### src/rtl/pdl_pkg.sv
// Package: shared types and sizing helpers for the programmable delay line.
// Assumes the inherent delay is at least one cycle and the step is at least one.
package pdl_pkg;

    localparam int SEL_BITS = 8;

    typedef logic [SEL_BITS-1:0] dly_code_t;

    // Number of history samples needed so the longest tap is reachable.
    function automatic int hist_depth(input int inherent_cyc, input int step_cyc);
        return inherent_cyc + ((1 << SEL_BITS) - 1) * step_cyc;
    endfunction

endpackage

### src/rtl/pdl_history.sv
// Module: pdl_history
// Shift register holding the most recent DEPTH input samples; bit 0 is the
// newest. Assumes DEPTH >= 2. Synchronous active-low reset clears every bit.
module pdl_history #(
    parameter int DEPTH = 256
) (
    input  logic             clk,
    input  logic             rst_n,
    input  logic             din,
    output logic [DEPTH-1:0] hist_q
);

    // Shift the new sample in at the head; clear on reset.
    always_ff @(posedge clk) begin
        if (!rst_n) begin
            hist_q <= '0;
        end else begin
            hist_q <= {hist_q[DEPTH-2:0], din};
        end
    end

endmodule

### src/rtl/pdl_tap_mux.sv
// Module: pdl_tap_mux
// Combinational tap select. The code is used as it arrives, without any
// capture. Assumes DEPTH = INHERENT_CYC + 255*STEP_CYC, so every code lands
// inside the history.
module pdl_tap_mux
    import pdl_pkg::*;
#(
    parameter int INHERENT_CYC = 3,
    parameter int STEP_CYC     = 2,
    parameter int DEPTH        = 513
) (
    input  logic [DEPTH-1:0] hist_q,
    input  dly_code_t        sel,
    output logic             tap_bit
);

    localparam int IDX_W = $clog2(DEPTH);

    logic [IDX_W-1:0] tap_idx;

    // Map the code to a history index: delay minus the output register stage.
    always_comb begin
        tap_idx = IDX_W'(INHERENT_CYC - 1) + IDX_W'(STEP_CYC) * IDX_W'(sel);
        tap_bit = hist_q[tap_idx];
    end

endmodule

### src/rtl/pdl_out_stage.sv
// Module: pdl_out_stage
// Output register. Disable has priority over the tap and takes effect at the
// edge where it is sampled. Synchronous active-low reset drives the output low.
module pdl_out_stage (
    input  logic clk,
    input  logic rst_n,
    input  logic out_dis,
    input  logic tap_bit,
    output logic dout
);

    // Register the selected tap, or zero when disabled or in reset.
    always_ff @(posedge clk) begin
        if (!rst_n || out_dis) begin
            dout <= 1'b0;
        end else begin
            dout <= tap_bit;
        end
    end

endmodule

### src/rtl/programmable_delay_line.sv
// Module: programmable_delay_line (top)
// Delays din by INHERENT_CYC + STEP_CYC*dly_sel cycles. The code is read live,
// so changing it while samples are in flight replays stored history.
// Assumes INHERENT_CYC >= 1 and STEP_CYC >= 1.
module programmable_delay_line
    import pdl_pkg::*;
#(
    parameter int INHERENT_CYC = 3,
    parameter int STEP_CYC     = 2
) (
    input  logic                clk,
    input  logic                rst_n,
    input  logic                din,
    input  logic [SEL_BITS-1:0] dly_sel,
    input  logic                out_dis,
    output logic                dout
);

    localparam int DEPTH = hist_depth(INHERENT_CYC, STEP_CYC);

    logic [DEPTH-1:0] hist_q;
    logic             tap_bit;

    pdl_history #(
        .DEPTH (DEPTH)
    ) hist_i (
        .clk    (clk),
        .rst_n  (rst_n),
        .din    (din),
        .hist_q (hist_q)
    );

    pdl_tap_mux #(
        .INHERENT_CYC (INHERENT_CYC),
        .STEP_CYC     (STEP_CYC),
        .DEPTH        (DEPTH)
    ) mux_i (
        .hist_q  (hist_q),
        .sel     (dly_sel),
        .tap_bit (tap_bit)
    );

    pdl_out_stage out_i (
        .clk     (clk),
        .rst_n   (rst_n),
        .out_dis (out_dis),
        .tap_bit (tap_bit),
        .dout    (dout)
    );

endmodule

### config.mk
export PLATFORM = sky130hd
export DESIGN_NAME = programmable_delay_line
export DESIGN_NICKNAME = d
export VERILOG_FILES = /design/src/rtl/pdl_pkg.sv /design/src/rtl/pdl_history.sv /design/src/rtl/pdl_tap_mux.sv /design/src/rtl/pdl_out_stage.sv /design/src/rtl/programmable_delay_line.sv
export SDC_FILE = /design/constraint.sdc
export NUM_CORES = 1
export LEC_CHECK = 0
export ABC_AREA = 1
export ABC_CLOCK_PERIOD_IN_PS = 3500
export BUFFER_PORTS_ARGS = -buffer_cell sky130_fd_sc_hd__buf_2
export CORE_MARGIN = 5
export CORE_UTILIZATION = 25
export DETAILED_ROUTE_END_ITERATION = 16
export PLACE_DENSITY = 0.36
export SETUP_SLACK_MARGIN = 0.5
export SYNTH_ARGS = -nofsm -noshare
export SYNTH_HDL_FRONTEND = slang
export SYNTH_SLANG_ARGS = --single-unit
### constraint.sdc
create_clock -name clk -period 3.5 [get_ports clk]
set_input_delay 0.175 -clock clk [delete_from_list [all_inputs] [get_ports clk]]
set_output_delay 0.175 -clock clk [all_outputs]
set_load 0.03 [all_outputs]
# After elaboration in Yosys (flattened, before gate mapping)
# Index checks and enable logic that the tools add are counted.
dict set report totals {
  register_bits 514
  latchBits 0
  mem_bits_rw 0
  rom_bits 0
  in_bits 12
  output_inout_bits 1
  mem_count 0
}
dict set report classes {
  addsub 1
  n_mul 0
  div 0
  n_lt_le_gt_ge 1
  n_eq_ne 0
  n_shift 0
  mux 2
  bitwise 0
  n_reduce_logical 2
}
# op count
set op_table {}
lappend op_table {{$lt A10 B11 Y1 const B} 1}
lappend op_table {{$add A2 B9 Y10 const A} 1}
lappend op_table {{$bmux W1 S10} 1}
lappend op_table {{$logic_not A1 Y1} 1}
lappend op_table {{$logic_or A1 B1 Y1} 1}
lappend op_table {{$mux W1} 1}

# Longest topological paths before layout
dict set report depth {
  depth_word 3
  depth_mapped 17
}

# Cells and area by module
# Synthesis repeated with hierarchy kept, for this count alone.
dict set report hier_totals {
  hier_cells 2281
  area_unflattened_um2 17758.3
}
# mod instances cells_each area_each_um2 seq_area_each_um2
set by_module_without_submodules {}
lappend by_module_without_submodules {pdl_history 1 1596 14734.1 10269.8}
lappend by_module_without_submodules {pdl_tap_mux 1 682 2994.1 0.0}
lappend by_module_without_submodules {pdl_out_stage 1 3 30.0 20.0}

# Least setup slack after synthesis
# Ideal clock, no wire load.
dict set report synth_timing {
  kind {input to register}
  start {input port dly_sel[0]}
  end {register out_i.dout}
  arrival_ns 1.633
  required_time_ns 3.386
  path_slack_ns 1.753
  path_stages 15
  path_buffers 2
  cell_sequence {ha_1 > buf_4 > inv_2 > clkbuf_1 > nor2_1 > o21ai_0 > nand3_1 > nand3_1 > nand3_1 > nand3_1 > nand3_1 > nand3_2 > nand2_1 > nand2_1 > a21oi_2}
}
dict set report synth_between {
  elab_chain_cells 3
}
# item line_no
set synth_rtl {}
lappend synth_rtl {{start, declared} programmable_delay_line.sv:14} ;# input logic [SEL_BITS-1:0] dly_sel,
lappend synth_rtl {{$add A2 B9 Y10} pdl_tap_mux.sv:23} ;# tap_idx = IDX_W'(INHERENT_CYC - 1) + IDX_W'(STEP_CYC) * IDX_W'(sel);
lappend synth_rtl {{$bmux W1 S10} pdl_tap_mux.sv:24} ;# tap_bit = hist_q[tap_idx];
lappend synth_rtl {{$mux W1 (not written as such)} pdl_tap_mux.sv:24}
lappend synth_rtl {{end signal, assigned} pdl_out_stage.sv:17} ;# dout <= tap_bit;
lappend synth_rtl {{end, declared} pdl_out_stage.sv:9} ;# output logic dout
# No other way between the ends. The select of a mux whose other input is x is not followed.
# A chain may end at the register's enable or synchronous reset.

# Final worst setup path
# Same ends and word-level chain as after synthesis.

==> metrics.txt <==
nets=2,280; root buf cell=clkbuf_16; routed len/inst=11.8 µm; Pwr per Cell Area=609 mW/mm²; total CTS buffers=57; Reg clk slew, reported paths=60 ps; Fin. Hold Viols=0; post-synthesis instance total=2,279; warnings from Yosys=0; GR Layer Usage met3=0.0189; max cap viols=0; worst setup path end=out_i.dout$_SDFF_PP0_; Post-route DRC=0; # rows=96; Worst R2R Path Depth=13; GR Util met2=0.157; total wire length=38,200 µm; num ports=13; Sw Share=0.226; Startpoint Class=input port; clock latency on the worst-skew pair=600 ps; Slew headroom=0.494; Initial Util=0.253; fin crit share=0.673; syn nets=2,292; Clk network pwr share=0.480; switching power=2.80 mW; placer congestion estimate=0.706; global-route usage over all layers=0.104; Die W=274 µm; Top Usage Layer GRT=met2; Worst Setup SP=dly_sel[0]; CP Max Fanout=69; Slew Viols, Final=0; Pleak=12.0 nW; Fin Clk Skew=22.9 ps; vias in the first global route=11,500; initial antenna violation count=0; final setup TNS=0 ps; CP Data Required Time=4040 ps; Hold WC Path Type=input port to flip-flop; CTS H-Tree Depth=2; RSZ-0062 raised after global routing=no; worst hold slack=55.8 ps; FF-to-FF Start=hist_i.hist_q[110]$_SDFF_PN0_; GR Overflow Total=0; largest net degree at the start of global routing=131; Max Freq=0.424 GHz; Fillers=7,481; total number of vias=12,000; portion of total power attributed to combinational logic=0.046; Area growth syn-to-layout=16.7%; CP endpoint kind=flip-flop; Cell Int Power=9.56 mW; post-detail-place hpwl=21,100 µm; number of DRC markers in iteration 0=597; input/output buffers=12; # diodes=0; Final Cell Area=0.0203 mm²; Util after Layout=0.295; sequential cell area fraction in the yosys report=0.591; share of cells above drive strength 1=0.0597; core box area=0.0688 mm²; R2R Setup Slk=1400 ps; Seq cells post-synth=514; outcome=completed; WS Path Type=input port to flip-flop; CP arrival=2900 ps; mapped cell area=0.0174 mm²; Cell Area, Placed=0.0184 mm²; clk sinks=514; Min Clock Period, post-route=2360 ps; CTS tree=done; # setup viols final=0; vias per cell=3.71; Slew @ Worst Pin=759 ps; post-route ant nets=0; synth unique cells=23; GR met1 Demand/Resource=0.148; peak supply drop=0.338 mV; DRT Pass-1 Iters=4; first-pass GRT wire length=63,100 µm; Die Area=0.0750 mm²; sequential share of power=0.474; Die Y=274 µm; Avg Inst Size Synth=7.64 µm²; Worst R2R End=out_i.dout$_SDFF_PP0_; Max Buffers Root-to-Sink=3
## worst min path at each step
stage | from | end | depth (start not counted)
2_1_floorplan | din | hist_i.hist_q[0]$_SDFF_PN0_ | 2
3_3_place_gp | din | hist_i.hist_q[0]$_SDFF_PN0_ | 3
3_5_place_dp | din | hist_i.hist_q[0]$_SDFF_PN0_ | 3
4_1_cts | rst_n | hist_i.hist_q[68]$_SDFF_PN0_ | 3
5_1_grt | rst_n | hist_i.hist_q[70]$_SDFF_PN0_ | 3
6_report | rst_n | hist_i.hist_q[78]$_SDFF_PN0_ | 3
## cell usage in the layout, fill, tap and decap left out, drive strengths merged
| cell type | synthesis | routed |
|---|---|---|
| nand3b | 2 | 2 |
| nand4 | 1 | 1 |
| a21oi | 1 | 1 |
| dfxtp | 514 | 514 |
| dlygate4sd3 | 0 | 3 |
| clkinvlp | 0 | 1 |
| nand2 | 743 | 743 |
| o21ai | 63 | 63 |
| inv | 565 | 566 |
| ha | 1 | 1 |
| xnor2 | 1 | 1 |
| xor2 | 6 | 6 |
| buf | 38 | 33 |
| nand3 | 148 | 148 |
| clkbuf | 69 | 85 |
| nor2 | 126 | 126 |
| nor3 | 1 | 1 |
| bufinv | 0 | 3 |
| clkinv | 0 | 13 |
## cells by family after synthesis
| family | count (synthesis) | synth area share |
|---|---|---|
| compound gates | 64 | 0.0186 |
| flops | 514 | 0.591 |
| simple gates | 1021 | 0.232 |
| xor+xnor | 7 | 0.00547 |
| fa+ha+maj | 1 | 0.000719 |
| buf+inv | 672 | 0.151 |
## synth_stat cells (all sizes together)
cell	n	area, µm²
xor2	6	86.3
nand2	743	2790
nand3	148	756
a21oi	1	8.76
clkbuf	69	259
nor2	126	473
buf	38	250
nand3b	2	15.0
nand4	1	6.26
xnor2	1	8.76
ha	1	12.5
inv	565	2130
nor3	1	5.00
o21ai	63	315
dfxtp	514	10300
## worst max-delay path, cell delays in order
cell,delay [ps]
buf_4,140
ha_2,490
clkinv_2,130
buf_12,220
nor2_1,140
o21ai_0,100
nand3_1,100
nand3_1,80
nand3_1,160
nand3_1,100
nand3_1,120
nand3_2,80
nand2_1,100
nand2_1,60
a21oi_2,110
dlygate4sd3_1,540
## power by group through the flow
stage	Combinational (mW)	Sequential (mW)	Clock, mW
after floorplan	0.375	5.98	0
final	0.567	5.86	5.94
after detailed placement	0.586	5.98	0
after global placement	0.586	5.98	0
after CTS	0.592	5.85	6.22
after global routing	0.636	5.85	6.46
## flip-flops by register name, summed over array words and instances (netlist names)
name / cells
out_i.dout: 1
hist_i.hist_q: 513
## what timing repair did
item / in CTS / in global routing
hold endpoints to repair: 2 / 0
gates resized for setup: 0 / 0
hold buffers: 3 / 0
buffers inserted: 0 / 0
## metrics by stage
step	worst slack (ps)	power, mW	cells
5_1_grt	934	13.0	3242
3_3_place_gp	898	6.57	3136
2_1_floorplan	1750	6.36	2279
4_1_cts	1120	12.7	3242
6_report	1140	12.4	3242
3_5_place_dp	1020	6.57	3136
## layout make-up
type	count	area, µm²	share of cell area
inverter	565	2130	0.105
multi-input combinational	1093	4500	0.221
clock buffer	85	1700	0.0838
timing repair buffer	36	348	0.0171
tap	931	1160	0.0574
sequential	514	10300	0.507
clock inverter	18	175	0.00863
## layer usage
metal  vias up  wire (µm)
met5         -          0
met4         0       1050
met3        59       1290
met2       121      15800
met1      5413      20100
li1       6439          -
Note: power is estimated with default switching activity, not from simulation.
